<file path="src/rtl/dmac_pkg.sv">
package dmac_pkg;

   typedef enum logic [2:0] {
      ST_IDLE,
      ST_READ,
      ST_WRITE,
      ST_WAIT,
      ST_GAP
   } dmac_state_e;

   localparam int unsigned CTL_W = 14;

   localparam logic [1:0] SEL_CTL  = 2'd0;
   localparam logic [1:0] SEL_SRC  = 2'd1;
   localparam logic [1:0] SEL_DST  = 2'd2;
   localparam logic [1:0] SEL_SIZE = 2'd3;

   localparam logic [1:0] STEP_DOWN = 2'b10;
   localparam logic [1:0] STEP_UP   = 2'b11;

   typedef struct packed {
      logic       dst_byte;
      logic       src_byte;
      logic [1:0] dst_step;
      logic [1:0] src_step;
      logic [2:0] mode;
      logic       abort;
      logic       flag;
      logic       level;
      logic       req;
      logic       en;
   } dmac_ctl_t;

   function automatic logic mode_repeats(input logic [2:0] m);
      return m[2];
   endfunction

   function automatic logic mode_single(input logic [2:0] m);
      return m[1:0] == 2'b00;
   endfunction

   function automatic logic mode_burst(input logic [2:0] m);
      return m[1];
   endfunction

endpackage

</file>
<file path="src/rtl/dmac_trig_sync.sv">
module dmac_trig_sync #(
   parameter int unsigned SYNC_STAGES = 2
) (
   input  logic clk,
   input  logic rst_n,
   input  logic trig_in,
   input  logic level_mode,
   input  logic enable,
   input  logic consume,
   output logic pending
);

   if (SYNC_STAGES < 1) begin : g_bad_sync
      $error("dmac_trig_sync: SYNC_STAGES must be at least 1");
   end

   logic [SYNC_STAGES-1:0] sync_q;
   logic                   prev_q;
   logic                   edge_pend_q;
   logic                   synced;
   logic                   rise;

   if (SYNC_STAGES == 1) begin : g_sync_one
      always_ff @(posedge clk or negedge rst_n) begin
         if (!rst_n) sync_q <= '0;
         else        sync_q <= trig_in;
      end
   end else begin : g_sync_chain
      always_ff @(posedge clk or negedge rst_n) begin
         if (!rst_n) sync_q <= '0;
         else        sync_q <= {sync_q[SYNC_STAGES-2:0], trig_in};
      end
   end

   assign synced = sync_q[SYNC_STAGES-1];
   assign rise   = synced && !prev_q;

   always_ff @(posedge clk or negedge rst_n) begin
      if (!rst_n) begin
         prev_q      <= 1'b0;
         edge_pend_q <= 1'b0;
      end else begin
         prev_q <= synced;
         if (!enable)      edge_pend_q <= 1'b0;
         else if (rise)    edge_pend_q <= 1'b1;
         else if (consume) edge_pend_q <= 1'b0;
      end
   end

   assign pending = level_mode ? synced : edge_pend_q;

   // an edge latched while disabled never survives into the enabled state
   a_r13_drop_when_off: assert property (@(posedge clk) disable iff (!rst_n)
      !enable |=> !edge_pend_q);

   // a taken start with no fresh edge leaves nothing pending in edge mode
   a_r8_edge_consumed: assert property (@(posedge clk) disable iff (!rst_n)
      (enable && consume && !rise) |=> !edge_pend_q);

endmodule

</file>
<file path="src/rtl/dmac_addr_reg.sv">
module dmac_addr_reg
   import dmac_pkg::*;
#(
   parameter int unsigned ADDR_W  = 20,
   parameter int unsigned SHORT_W = 16
) (
   input  logic              clk,
   input  logic              rst_n,
   input  logic              load,
   input  logic              load_long,
   input  logic [ADDR_W-1:0] load_val,
   input  logic              step_en,
   input  logic [1:0]        step_code,
   input  logic              byte_unit,
   input  logic              rewind,
   output logic [ADDR_W-1:0] cur
);

   if (SHORT_W >= ADDR_W) begin : g_bad_short
      $error("dmac_addr_reg: SHORT_W must be below ADDR_W");
   end

   localparam logic [ADDR_W-1:0] STEP_B = ADDR_W'(1);
   localparam logic [ADDR_W-1:0] STEP_W = ADDR_W'(2);

   logic [ADDR_W-1:0] init_q;
   logic [ADDR_W-1:0] cur_q;
   logic [ADDR_W-1:0] wval;
   logic [ADDR_W-1:0] step;

   assign wval = load_long ? load_val : {{(ADDR_W-SHORT_W){1'b0}}, load_val[SHORT_W-1:0]};
   assign step = byte_unit ? STEP_B : STEP_W;

   always_ff @(posedge clk or negedge rst_n) begin
      if (!rst_n) begin
         init_q <= '0;
         cur_q  <= '0;
      end else if (load) begin
         init_q <= wval;
         cur_q  <= wval;
      end else if (rewind) begin
         cur_q <= init_q;
      end else if (step_en) begin
         unique case (step_code)
            STEP_UP:   cur_q <= cur_q + step;
            STEP_DOWN: cur_q <= cur_q - step;
            default:   cur_q <= cur_q;
         endcase
      end
   end

   assign cur = cur_q;

   // the fixed codes hold the address across a unit
   a_r5_fixed_hold: assert property (@(posedge clk) disable iff (!rst_n)
      (step_en && !load && !rewind && !step_code[1]) |=> $stable(cur_q));

   // a rewind lands on the last software-written value
   a_r4_rewind_origin: assert property (@(posedge clk) disable iff (!rst_n)
      (rewind && !load) |=> (cur_q == init_q));

endmodule

</file>
<file path="src/rtl/dmac_size_ctr.sv">
module dmac_size_ctr #(
   parameter int unsigned SIZE_W = 16
) (
   input  logic              clk,
   input  logic              rst_n,
   input  logic              load,
   input  logic [SIZE_W-1:0] load_val,
   input  logic              dec,
   output logic [SIZE_W-1:0] cnt,
   output logic              hit
);

   if (SIZE_W < 2) begin : g_bad_size
      $error("dmac_size_ctr: SIZE_W must be at least 2");
   end

   localparam logic [SIZE_W-1:0] ONE = SIZE_W'(1);

   logic [SIZE_W-1:0] init_q;
   logic [SIZE_W-1:0] cnt_q;

   assign hit = dec && (cnt_q == ONE);

   always_ff @(posedge clk or negedge rst_n) begin
      if (!rst_n) begin
         init_q <= '0;
         cnt_q  <= '0;
      end else if (load) begin
         init_q <= load_val;
         cnt_q  <= load_val;
      end else if (dec) begin
         cnt_q <= (cnt_q == ONE) ? init_q : cnt_q - ONE;
      end
   end

   assign cnt = cnt_q;

   // running out reloads the programmed count in the same step
   a_r7_reload_at_zero: assert property (@(posedge clk) disable iff (!rst_n)
      (dec && !load && cnt_q == ONE) |=> (cnt_q == init_q));

   // any other unit lowers the count by one
   a_r7_step_down: assert property (@(posedge clk) disable iff (!rst_n)
      (dec && !load && cnt_q > ONE) |=> (cnt_q == $past(cnt_q) - ONE));

endmodule

</file>
<file path="src/rtl/dmac_channel.sv">
module dmac_channel
   import dmac_pkg::*;
#(
   parameter int unsigned ADDR_W      = 20,
   parameter int unsigned SIZE_W      = 16,
   parameter int unsigned DATA_W      = 16,
   parameter int unsigned REG_W       = 32,
   parameter int unsigned BURST_LEN   = 4,
   parameter int unsigned SYNC_STAGES = 2
) (
   input  logic              clk,
   input  logic              rst_n,
   input  logic              cfg_we,
   input  logic [1:0]        cfg_sel,
   input  logic              cfg_long,
   input  logic [ADDR_W-1:0] cfg_wdata,
   output logic [REG_W-1:0]  cfg_rdata,
   input  logic              trig_in,
   output logic              trig_ack,
   input  logic              nmi_in,
   input  logic              nmi_pri_en,
   output logic              bus_rd,
   output logic              bus_wr,
   output logic              bus_byte,
   output logic [ADDR_W-1:0] bus_addr,
   output logic [DATA_W-1:0] bus_wdata,
   input  logic [DATA_W-1:0] bus_rdata,
   output logic              done_flag
);

   localparam int unsigned HALF_W = DATA_W / 2;
   localparam int unsigned BCNT_W = (BURST_LEN < 2) ? 1 : $clog2(BURST_LEN + 1);
   localparam logic [BCNT_W-1:0] BURST_TOP = BCNT_W'(BURST_LEN);

   if (DATA_W != 16) begin : g_bad_data
      $error("dmac_channel: DATA_W must be 16");
   end
   if (ADDR_W <= 16 || ADDR_W > REG_W) begin : g_bad_addr
      $error("dmac_channel: ADDR_W must lie in 17..REG_W");
   end
   if (SIZE_W > ADDR_W || CTL_W > ADDR_W) begin : g_bad_fields
      $error("dmac_channel: count and control must fit the write port");
   end
   if (BURST_LEN < 1) begin : g_bad_burst
      $error("dmac_channel: BURST_LEN must be at least 1");
   end

   dmac_ctl_t         ctl_q;
   dmac_state_e       state_q;
   dmac_state_e       state_d;
   logic [BCNT_W-1:0] burst_q;
   logic              last_q;
   logic [ADDR_W-1:0] src_cur;
   logic [ADDR_W-1:0] dst_cur;
   logic [SIZE_W-1:0] cnt;
   logic              cnt_hit;
   logic              trig_pend;
   logic              wr_ctl;
   logic              wr_src;
   logic              wr_dst;
   logic              wr_size;
   logic              start;
   logic              in_write;
   logic              at_boundary;
   logic              nmi_hit;
   logic              is_repeat;
   logic              is_single;
   logic              is_burst;
   logic              burst_full;
   logic              rewind;
   logic              narrow;

   assign wr_ctl  = cfg_we && (cfg_sel == SEL_CTL);
   assign wr_src  = cfg_we && (cfg_sel == SEL_SRC);
   assign wr_dst  = cfg_we && (cfg_sel == SEL_DST);
   assign wr_size = cfg_we && (cfg_sel == SEL_SIZE);

   assign is_repeat  = mode_repeats(ctl_q.mode);
   assign is_single  = mode_single(ctl_q.mode);
   assign is_burst   = mode_burst(ctl_q.mode);
   assign burst_full = (burst_q == BURST_TOP);

   assign in_write    = (state_q == ST_WRITE);
   assign at_boundary = (state_q == ST_WAIT) || (state_q == ST_GAP);
   assign nmi_hit     = nmi_pri_en && nmi_in && at_boundary;
   assign start       = (state_q == ST_IDLE) && ctl_q.en && (trig_pend || ctl_q.req) && !wr_ctl;
   assign rewind      = in_write && cnt_hit && is_repeat;

   dmac_trig_sync #(
      .SYNC_STAGES (SYNC_STAGES)
   ) trig_i (
      .clk        (clk),
      .rst_n      (rst_n),
      .trig_in    (trig_in),
      .level_mode (ctl_q.level),
      .enable     (ctl_q.en),
      .consume    (start),
      .pending    (trig_pend)
   );

   dmac_addr_reg #(
      .ADDR_W (ADDR_W)
   ) src_i (
      .clk       (clk),
      .rst_n     (rst_n),
      .load      (wr_src),
      .load_long (cfg_long),
      .load_val  (cfg_wdata),
      .step_en   (in_write),
      .step_code (ctl_q.src_step),
      .byte_unit (ctl_q.src_byte),
      .rewind    (rewind),
      .cur       (src_cur)
   );

   dmac_addr_reg #(
      .ADDR_W (ADDR_W)
   ) dst_i (
      .clk       (clk),
      .rst_n     (rst_n),
      .load      (wr_dst),
      .load_long (cfg_long),
      .load_val  (cfg_wdata),
      .step_en   (in_write),
      .step_code (ctl_q.dst_step),
      .byte_unit (ctl_q.dst_byte),
      .rewind    (rewind),
      .cur       (dst_cur)
   );

   dmac_size_ctr #(
      .SIZE_W (SIZE_W)
   ) size_i (
      .clk      (clk),
      .rst_n    (rst_n),
      .load     (wr_size),
      .load_val (cfg_wdata[SIZE_W-1:0]),
      .dec      (in_write),
      .cnt      (cnt),
      .hit      (cnt_hit)
   );

   always_comb begin
      state_d = state_q;
      unique case (state_q)
         ST_IDLE:  if (start) state_d = ST_READ;
         ST_READ:  state_d = ST_WRITE;
         ST_WRITE: state_d = ST_WAIT;
         ST_WAIT: begin
            if (nmi_hit || last_q || is_single || !ctl_q.en) state_d = ST_IDLE;
            else if (is_burst && burst_full)                 state_d = ST_GAP;
            else                                             state_d = ST_READ;
         end
         ST_GAP:   state_d = nmi_hit ? ST_IDLE : ST_READ;
         default:  state_d = ST_IDLE;
      endcase
   end

   always_ff @(posedge clk or negedge rst_n) begin
      if (!rst_n) begin
         state_q <= ST_IDLE;
         burst_q <= '0;
         last_q  <= 1'b0;
      end else begin
         state_q <= state_d;
         if (in_write) last_q <= cnt_hit;
         if (start)                                 burst_q <= '0;
         else if (in_write)                         burst_q <= burst_q + 1'b1;
         else if (state_q == ST_WAIT && burst_full) burst_q <= '0;
      end
   end

   always_ff @(posedge clk or negedge rst_n) begin
      if (!rst_n) begin
         ctl_q <= '0;
      end else if (wr_ctl) begin
         ctl_q <= dmac_ctl_t'(cfg_wdata[CTL_W-1:0]);
      end else begin
         if (start) ctl_q.req <= 1'b0;
         if (in_write && cnt_hit) begin
            ctl_q.flag <= 1'b1;
            if (!is_repeat) ctl_q.en <= 1'b0;
         end
         if (nmi_hit) begin
            ctl_q.abort <= 1'b1;
            ctl_q.en    <= 1'b0;
         end
      end
   end

   always_comb begin
      unique case (cfg_sel)
         SEL_CTL:  cfg_rdata = REG_W'(ctl_q);
         SEL_SRC:  cfg_rdata = REG_W'(src_cur);
         SEL_DST:  cfg_rdata = REG_W'(dst_cur);
         default:  cfg_rdata = REG_W'(cnt);
      endcase
   end

   assign narrow    = ctl_q.src_byte || ctl_q.dst_byte;
   assign trig_ack  = start;
   assign bus_rd    = (state_q == ST_READ);
   assign bus_wr    = in_write;
   assign bus_addr  = in_write ? dst_cur : src_cur;
   assign bus_byte  = in_write ? ctl_q.dst_byte : ctl_q.src_byte;
   assign bus_wdata = narrow ? {{HALF_W{1'b0}}, bus_rdata[HALF_W-1:0]} : bus_rdata;
   assign done_flag = ctl_q.flag;

   // a read is always followed by the matching write
   a_r10_read_then_write: assert property (@(posedge clk) disable iff (!rst_n)
      bus_rd |=> bus_wr);

   // the cycle after a write is quiet on the bus
   a_r10_quiet_after_write: assert property (@(posedge clk) disable iff (!rst_n)
      bus_wr |=> (!bus_rd && !bus_wr));

   // the acknowledge is a single-cycle pulse
   a_r1_ack_one_cycle: assert property (@(posedge clk) disable iff (!rst_n)
      trig_ack |=> !trig_ack);

   // every acknowledge opens a unit with a read
   a_r1_ack_then_read: assert property (@(posedge clk) disable iff (!rst_n)
      trig_ack |=> bus_rd);

   // an abort at a boundary issues no further read
   a_r12_abort_no_read: assert property (@(posedge clk) disable iff (!rst_n)
      (nmi_pri_en && nmi_in && at_boundary) |=> (!bus_rd && !ctl_q.en));

   // a non-repeated mode disables itself when the count runs out
   a_r2_end_disables: assert property (@(posedge clk) disable iff (!rst_n)
      (in_write && cnt_hit && !is_repeat && !wr_ctl) |=> !ctl_q.en);

   // a repeated mode stays enabled when the count runs out
   a_r4_repeat_stays_on: assert property (@(posedge clk) disable iff (!rst_n)
      (in_write && cnt_hit && is_repeat && ctl_q.en && !wr_ctl) |=> ctl_q.en);

endmodule

</file>
<file path="config.mk">
export PLATFORM = sky130hd
export DESIGN_NAME = dmac_channel
export DESIGN_NICKNAME = d
export VERILOG_FILES = /design/src/rtl/dmac_pkg.sv /design/src/rtl/dmac_trig_sync.sv /design/src/rtl/dmac_addr_reg.sv /design/src/rtl/dmac_size_ctr.sv /design/src/rtl/dmac_channel.sv
export SDC_FILE = /design/constraint.sdc
export NUM_CORES = 1
export LEC_CHECK = 0
export BUFFER_PORTS_ARGS = -buffer_cell sky130_fd_sc_hd__buf_2
export CAP_MARGIN = 20
export CORE_MARGIN = 5
export CORE_UTILIZATION = 40
export CTS_CLUSTER_DIAMETER = 200
export DETAILED_ROUTE_END_ITERATION = 8
export PLACE_DENSITY = 0.57
export SLEW_MARGIN = 25
export SYNTH_ARGS = -nofsm -noshare
export SYNTH_HDL_FRONTEND = slang
export SYNTH_HIERARCHICAL = 1
export SYNTH_SLANG_ARGS = --single-unit
export TNS_END_PERCENT = 20
</file>
<file path="constraint.sdc">
create_clock -name clk -period 8.1 [get_ports clk]
set_input_delay 0 -clock clk [delete_from_list [all_inputs] [get_ports clk]]
set_output_delay 0 -clock clk [all_outputs]
set_load 0.1 [all_outputs]
</file>
==> impl_metrics.tcl, run 1 <==
set metrics [dict create \
    status "complete, no violations" \
    dieArea_um2 26800 \
    power_switching_uw 2210 \
    path_clk_slew_ps 60 \
    worst_pin_slew_ps 1060 \
    fin_crit_ps 4250 \
    setup_viol 0 \
    syn_inst 1007 \
    path_class "flop to flop" \
    worstPathRequired_ps 8430 \
    start_util 0.404 \
    ctsResizeCount 0 \
    drcViolationCount 0 \
    max_cap_viol_count 0 \
    max_freq_ghz 0.235 \
    yosysSeqAreaShare 0.362 \
    die_h_um 164 \
    tritoncts "yes" \
    rsz0062_at_grt "no" \
    h-tree-depth 4 \
    whs_ps 0.0386 \
    synthArstFlopShare 1.00 \
    core_um2 23400 \
    setup_tns_ps 0 \
    p_clk_frac 0.205 \
    place_congestion 0.963 \
    cts-root-buf "clkbuf_16" \
    io_pins 118 \
    grt_max_degree 71 \
    start_kind "flop" \
    synth_edf_count 0 \
    worst-r2r-cell-count 13 \
    placed_area_um2 9950 \
    cts_sinks 137 \
    avgViaCountPerCell 6.19 \
    drt-total-wl_um 33100 \
    p_per_area_nw_per_um2 396 \
    internal_power_uw 2060 \
    leakage_uw 0.00444 \
    hp-class "input pin to output pin" \
    hold_viol 0 \
    dpl.hpwl_um 23200 \
    drive_above_1_share 0.235 \
    grt_pass1_vias 8053 \
    yosysUniqueCellTypes 81 \
    routedWlPerCell_um 23.8 \
    antenna_found_initial 1 \
    critPathMaxFanout 33 \
    grt_first_pass_wirelength_um 50300 \
    pwr-share-seq 0.294 \
    worst_path_largest_cell_delay_ps 500 \
    areaGrowthSynthToFinish_pct 13.9 \
    cp_top_family "simple AND/OR/NAND/NOR gates" \
    post-synth-top-area-cell "dfrtp_1" \
    cts_buffers 17 \
    min_period_over_period 0.525 \
    firstDrtPassIters 6 \
    fin_nets 1114 \
    ys_ff_latch 137 \
    pwr-share-comb 0.501 \
    fin_area_um2 10800 \
    final_core_util 0.460 \
    vias 8614 \
    drv_slew 0 \
    io_buffers 89 \
    worst-path-buf-inv 3 \
    swShare 0.517 \
    rows 56 \
    drtIter0Drc 989 \
    yosysWarningCount 6 \
    clk_latency_ps 430 \
    track_usage 0.247 \
    antennaDiodeCount 0 \
    cp.depth 13 \
    cp-end-kind "flop" \
    post_synth_instance_area_um2 9460 \
    min_path_cells 0 \
    ant_nets 0 \
    synth_flop_cell "dfrtp_1" \
    arrival_ps 4580 \
    post_cts_buffers 0 \
    total_power_uw 4270 \
    syn_area_per_cell_um2 9.40 \
    peakVddDrop_mv 0.372 \
    die_w_um 164 \
    relSlewSlack 0.294 \
    crit_chain "inv_1, ha_1, nor4b_1, nand4_1, nor2_1, nand2_1, nor2_4, buf_4, inv_1, nand3_1, nand2_1, or3_1, o211ai_1" \
    fin_worst_skew_ps 20.0 \
    netlist.area_leader.share 0.362 \
    slowest_stage "nor2_4" \
    clockBufferDepth 2 \
    gr-total-overflow 0 \
    synth.area.top_cells "dfrtp_1 (36%), mux2_2 (7.7%), o21ai_0 (3.3%)" \
]
-- power groups by stage --
| stage | clock [uW] | combinational (uW) | sequential, uW |
|---|---|---|---|
| 2_1_floorplan | 0 | 1860 | 1030 |
| 3_3_place_gp | 0 | 2100 | 1250 |
| 3_5_place_dp | 0 | 2100 | 1260 |
| 4_1_cts | 888 | 2120 | 1240 |
| 5_1_grt | 916 | 2260 | 1280 |
| 6_report | 877 | 2140 | 1250 |
-- synth_stat cells (10+ instances only) --
library cell / n
or3_1: 15
o21ai_0: 63
buf_4: 25
buf_2: 13
and2_1: 18
a22oi_1: 12
nand4_1: 18
inv_1: 43
a22o_1: 11
nand3_1: 25
clkbuf_1: 51
nor3_1: 27
a21oi_1: 30
nor2b_1: 10
mux2_2: 65
dfrtp_1: 137
mux4_2: 14
and3_1: 16
xnor2_1: 19
mux2i_1: 13
xor2_1: 11
a31oi_1: 18
nor2_1: 52
nand2_1: 75
o211ai_1: 14
nor4_1: 16
-- cell type report --
type | count | area (um^2)
Clock buffer | 20 | 457
Clock inverter | 12 | 196
Fill cell | 2285 | 12600
Inverter | 43 | 161
Multi-Input combinational cell | 740 | 5400
Sequential cell | 137 | 3430
Tap cell | 319 | 399
Timing Repair Buffer | 120 | 731
-- per-stage QoR --
stage | setup slack (ps) | std cells
after floorplan | 4920 | 1018
after global placement | 4060 | 1342
after detailed placement | 3990 | 1342
after CTS | 3970 | 1391
after global routing | 3510 | 1391
final | 3850 | 1391
-- flip-flops by register name, summed over array words and instances (netlist names) --
register,count
dst_i/cur,20
size_i/init_q,16
src_i/cur,20
src_i/init_q,20
burst_q,3
last_q,1
ctl_q,13
size_i/cnt,16
trig_i/edge_pend_q,1
dst_i/init_q,20
trig_i/prev_q,1
done_flag,1
trig_i/sync_q,2
state_q,3
-- layout by cell type (no fill, tap or decap), drive strengths merged, types with 6 or more instances in the layout --
cell type and instances:
a211oi 8, a21oi 30, a221o 6, a22o 13, a22oi 12, a31oi 18
a32oi 7, and2 18, and3 16, buf 103, clkbuf 20, conb 12
dfrtp 137, dlygate4sd3 17, ha 8, inv 43, mux2 70, mux2i 13
mux4 14, nand2 75, nand2b 9, nand3 25, nand4 18, nor2 52
nor2b 11, nor3 32, nor3b 7, nor4 17, nor4b 6, o211a 6
o211ai 14, o21a 9, o21ai 67, o221a 7, o221ai 6, o22ai 9
o31ai 8, or3 21, xnor2 19, xor2 11
-- path summary, 6_finish.rpt --
path	start	endpoint	slack (ps)
max	size_i/cnt[1]$_DFFE_PN0P_	dst_i/cur[10]$_DFFE_PN0P_	3850
min	bus_rdata[1]	bus_wdata[1]	0.04
max reg2reg	size_i/cnt[1]$_DFFE_PN0P_	dst_i/cur[10]$_DFFE_PN0P_	3850
min reg2reg	trig_i/sync_q[0]$_DFF_PN0_	trig_i/sync_q[1]$_DFF_PN0_	360
max in group asynchronous	rst_n	dst_i/cur[2]$_DFFE_PN0P_	6760
min in group asynchronous	rst_n	dst_i/init_q[1]$_DFFE_PN0P_	180
-- timing repair --
item	CTS	global route
endpoints found under the hold margin	109	0
hold buffers	17	0
setup endpoints to repair	0	0
-- layer usage --
layer / share of wire / track usage
met1: 0.46 / 0.368
met3: 0.089 / 0.0529
met2: 0.44 / 0.365
met5: 0.00039 / 0
met4: 0.017 / 0.0614
-- kinds of logic after synthesis --
group,count (synthesis),synth area share
xor gates and xnor gates,30,0.0278
muxes,97,0.132
buffers and inverters,141,0.0731
and+or+nand+nor,323,0.190
DFF,137,0.362
adders and majority gates,10,0.0148
AOI/OAI and AO/OA,268,0.199
other,1,0.000396
No activity file was read; power rests on OpenSTA's default activity.
==> run 2, diff against run 1 <==
Settings changed: PLACE_DENSITY 0.57 to 0.59.
Clock period 8.1 ns to 3.77 ns, I/O delays scaled along.
==> run 2 against run 1 <==
  * Clock skew decreased by 11 ps
  * Final cell count up 1.1%
  * Non-clock buffer count is 15 higher
  * Core utilization rose by 0.56 points
  * Register-to-register slack got worse by 3300 ps
  * Clock power increased by 120%
  * Fmax rose by 32%
  * Sequential cell count unchanged
  * Sequential power grew 110%
  * Critical endpoint is now dst_i/cur[16]$_DFFE_PN0P_
==> impl_metrics.tcl, run 2 (synthesis results as in run 1) <==
set metrics [dict create \
    met2WireLength_um 14400 \
    clockBufferDepth 2 \
    antennaDiodeCount 0 \
    status "complete, no violations" \
    start_kind "flop" \
    worst_path_largest_cell_delay_ps 560 \
    cp-end-kind "flop" \
    worst-path-buf-inv 3 \
    track_usage 0.250 \
    core_um2 23400 \
    fin_nets 1129 \
    fin_crit_ps 3210 \
    stdcell_count 1406 \
    dpl.hpwl_um 23700 \
    rsz0062_at_grt "no" \
    final_cell_mix "dfrtp_1 (137), buf_2 (88), nand2_1 (75), mux2_2 (65), o21ai_0 (63)" \
    place_congestion 0.905 \
    routedWlPerCell_um 23.8 \
    hold_viol 0 \
    place_ws_ps 652 \
    firstDrtPassIters 7 \
    grt_max_degree 87 \
    rows 56 \
    pwr-share-comb 0.504 \
    crit_chain "nor4_1, nand4_1, nor2_1, nand2_1, nor2_4, buf_4, inv_1, nand3_1, buf_4, nand3_1, nor2_1, mux2i_1, nand4_1" \
    hp-class "input pin to output pin" \
    whs_ps 0.0385 \
    dp.cells 1356 \
    grt_pass1_vias 8329 \
    slowest_stage "nor4_1" \
    min_period_over_period 0.852 \
    start_util 0.404 \
    leakage_uw 0.00453 \
    setup_viol 0 \
    vias 8682 \
    power_switching_uw 4740 \
    final_common_cell "dfrtp_1" \
    max_freq_ghz 0.311 \
    drive_above_1_share 0.246 \
    io_pins 118 \
    relSlewSlack 0.389 \
    drt-total-wl_um 33500 \
    max_cap_viol_count 0 \
    gr-total-overflow 0 \
    p_clk_frac 0.208 \
    h-tree-depth 4 \
    cp_top_family "simple AND/OR/NAND/NOR gates" \
    avgViaCountPerCell 6.17 \
    die_w_um 164 \
    dieArea_um2 26800 \
    worst_pin_slew_ps 916 \
    p_per_area_nw_per_um2 848 \
    arrival_ps 3570 \
    antenna_found_initial 1 \
    cts-root-buf "clkbuf_16" \
    total_power_uw 9250 \
    cts_sinks 137 \
    fin_worst_skew_ps 8.69 \
    route.met3.wl_um 3360 \
    areaGrowthSynthToFinish_pct 15.3 \
    pwr-share-seq 0.289 \
    topRoutingLayerUsed "met4" \
    clk_latency_ps 430 \
    path_class "flop to flop" \
    swShare 0.512 \
    tritoncts "yes" \
    setup_tns_ps 0 \
    drv_slew 0 \
    die_h_um 164 \
    wl_met1_um 14800 \
    fillers 2235 \
    ant_nets 0 \
    drcViolationCount 0 \
    worst_slack_ps 558 \
    critPathMaxFanout 14 \
    grt_first_pass_wirelength_um 51100 \
    peakVddDrop_mv 0.766 \
    path_clk_slew_ps 60 \
    drtIter0Drc 934 \
    worstPathRequired_ps 4130 \
    io_buffers 89 \
    cts_buffers 17 \
    internal_power_uw 4510 \
]
## run 2: cell types whose count changed in the layout (fill, tap and decap cells not counted), sizes merged
cell,before,now
clkinv,4,5
bufinv,5,6
clkbuf,20,19
buf,103,118
clkinvlp,3,2
## run 2: cell type report
| type | count | area (um^2) | share of cell area |
|---|---|---|---|
| inverters | 43 | 161 | 0.0148 |
| well taps | 319 | 399 | 0.0366 |
| repair buffers | 135 | 847 | 0.0777 |
| multi-input cells | 740 | 5400 | 0.495 |
| clock inverters | 13 | 224 | 0.0205 |
| flip-flops and latches | 137 | 3430 | 0.314 |
| clock buffers | 19 | 443 | 0.0406 |
## run 2: power groups by stage
stage          clock [uW]  combinational (uW)  sequential, uW
2_1_floorplan           0                3990            2220
3_3_place_gp            0                4600            2660
3_5_place_dp            0                4580            2670
4_1_cts              1940                4610            2650
5_1_grt              2030                4930            2730
6_report             1920                4660            2670
## run 2: per-stage QoR
stage	instance area, um^2	utilization
3_3_place_gp	10100	0.430
6_report	10900	0.466
3_5_place_dp	10100	0.430
4_1_cts	10900	0.465
5_1_grt	10900	0.466
2_1_floorplan	9500	-
## run 2: repair_timing
| item | 4_1_cts | 5_1_grt |
|---|---|---|
| endpoints found under the hold margin | 115 | 0 |
| buffers inserted | 0 | 0 |
| gates resized for setup | 0 | 0 |
| hold buffers | 17 | 0 |
## run 2: final timing paths
path,start,endpoint,slack (ps),depth (start not counted)
max reg2reg,size_i/cnt[10]$_DFFE_PN0P_,dst_i/cur[16]$_DFFE_PN0P_,560,13
max,size_i/cnt[10]$_DFFE_PN0P_,dst_i/cur[16]$_DFFE_PN0P_,560,13
min reg2reg,trig_i/sync_q[0]$_DFF_PN0_,trig_i/sync_q[1]$_DFF_PN0_,360,0
min in group asynchronous,rst_n,size_i/cnt[0]$_DFFE_PN0P_,200,2
min,bus_rdata[0],bus_wdata[0],0.04,0
max in group asynchronous,rst_n,src_i/init_q[6]$_DFFE_PN0P_,2590,3
## run 2: routing by layer
metal,vias up,track usage
met5,-,0
met4,0,0.0823
met3,57,0.0652
met2,496,0.371
met1,4256,0.355
li1,3873,-
==> run 3, diff against run 2 <==
Settings changed: BUFFER_PORTS_ARGS -buffer_cell sky130_fd_sc_hd__buf_2 to -buffer_cell sky130_fd_sc_hd__buf_4, CORE_UTILIZATION 40 to 45, PLACE_DENSITY 0.59 to 0.65.
==> run 3 against run 2 <==
  * Critical path depth is 3 lower
  * Final cell count is 2.9% lower
  * Sequential share of layout area is 0.47 points lower
==> impl_metrics.tcl, run 3 (synthesis results as in run 1) <==
set metrics [dict create \
    status "complete, no violations" \
    areaGrowthSynthToFinish_pct 17.0 \
    fin_nets 1132 \
    route.met3.wl_um 3430 \
    clockBufferDepth 2 \
    grt_first_pass_wirelength_um 49200 \
    fin_crit_ps 3480 \
    worst_slack_ps 287 \
    worstPathRequired_ps 4110 \
    die_h_um 155 \
    avgViaCountPerCell 6.43 \
    path_class "flop to flop" \
    fin_worst_skew_ps 9.45 \
    cts-root-buf "clkbuf_16" \
    place_ws_ps 448 \
    h-tree-depth 4 \
    fillers 1873 \
    r2r_end "src_i/cur[10]$_DFFE_PN0P_" \
    relSlewSlack 0.383 \
    worst_pin_slew_ps 926 \
    routedWlPerCell_um 23.5 \
    wl_met1_um 14100 \
    hp-start "bus_rdata[7]" \
    r2r_slack_ps 290 \
    firstDrtPassIters 6 \
    io_buffers 89 \
    whs_ps 0.0342 \
    ctsResizeCount 0 \
    placed_area_um2 10200 \
    core_um2 20900 \
    antennaDiodeCount 0 \
    hold_viol 0 \
    grt_pass1_vias 8233 \
    drive_above_1_share 0.238 \
    drcViolationCount 0 \
    final_common_cell "dfrtp_1" \
    die_w_um 155 \
    drtIter0Drc 1195 \
    min_path_cells 0 \
    r2r-start "size_i/cnt[10]$_DFFE_PN0P_" \
    fin_area_um2 11100 \
    grt_max_degree 86 \
    worst-r2r-cell-count 10 \
    setup_viol 0 \
    rsz0062_at_grt "no" \
    final_core_util 0.530 \
    place_congestion 0.980 \
    dieArea_um2 24000 \
    drv_slew 0 \
    max_cap_viol_count 0 \
    peakVddDrop_mv 0.895 \
    antenna_found_initial 0 \
    start_util 0.453 \
    vias 8782 \
    ant_nets 0 \
    min_period_over_period 0.924 \
    rows 53 \
    track_usage 0.264 \
    gr-total-overflow 0 \
    max_freq_ghz 0.287 \
    arrival_ps 3820 \
    path_clk_slew_ps 60 \
    p_per_area_nw_per_um2 833 \
    drt-total-wl_um 32000 \
    critPathMaxFanout 14 \
    tritoncts "yes" \
    clk_latency_ps 430 \
    cts_buffers 17 \
    final_cell_mix "dfrtp_1 (137), buf_4 (109), nand2_1 (75), mux2_2 (65), o21ai_0 (63)" \
    met2WireLength_um 13700 \
    topRoutingLayerUsed "met4" \
    io_pins 118 \
    start_kind "flop" \
    setup_tns_ps 0 \
    cts_sinks 137 \
    dpl.hpwl_um 22300 \
    hp-class "input pin to output pin" \
    hold_path_end "bus_wdata[7]" \
    cp-end-kind "flop" \
    leakage_uw 0.00457 \
]
run 3: report_power, final:
part	total, uW	leakage, uW	switching [uW]	internal, uW
registers	2670	0.00167	809	1860
logic	4760	0.00259	3240	1520
clock network	1790	0.000300	668	1120
total	9220	0.00457	4710	4510
run 3: final cells by class:
cell class | count | area, um^2 | area share
multi-input cells | 740 | 5400 | 0.488
flip-flops and latches | 137 | 3430 | 0.310
repair buffers | 138 | 1110 | 0.101
clock buffers | 20 | 447 | 0.0403
well taps | 275 | 344 | 0.0311
clock inverters | 12 | 173 | 0.0156
inverters | 43 | 161 | 0.0146
run 3: worst max path at each step:
stage                                     from  slack, ps                        end
global route        size_i/cnt[10]$_DFFE_PN0P_        140  src_i/cur[10]$_DFFE_PN0P_
CTS                 size_i/cnt[10]$_DFFE_PN0P_        430  src_i/cur[10]$_DFFE_PN0P_
detailed placement  size_i/cnt[10]$_DFFE_PN0P_        450  src_i/cur[10]$_DFFE_PN0P_
finish              size_i/cnt[10]$_DFFE_PN0P_        290  src_i/cur[10]$_DFFE_PN0P_
floorplan                 ctl_q[9]$_DFFE_PN0P_        590  src_i/cur[19]$_DFFE_PN0P_
global placement    size_i/cnt[10]$_DFFE_PN0P_        560  src_i/cur[10]$_DFFE_PN0P_
run 3: critical path, cell delays in order, from the launching register on:
cell and delay (ps):
dfrtp_1 480, nor4_1 490, nand4_1 180, nor2_1 210, nand2_1 140, nor2_4 360, inv_1 370, nand3_1 340
nand2_1 210, or3_1 430, o211ai_1 170
run 3: per-layer routing:
metal,GRT usage,vias to the layer above
met5,0,-
met4,0.0774,0
met3,0.0609,64
met2,0.384,537
met1,0.392,4287
li1,-,3894
run 3: what timing repair did:
item	4_1_cts	5_1_grt
hold buffers	27	0
buffers inserted	0	0
setup endpoints to repair	0	0
endpoints found under the hold margin	190	0
run 3: per-stage QoR:
stage	instances	total power, uW
detailed placement	1305	7330
global placement	1305	7310
finish	1365	9220
floorplan	1018	6220
global route	1365	9640
CTS	1364	9160
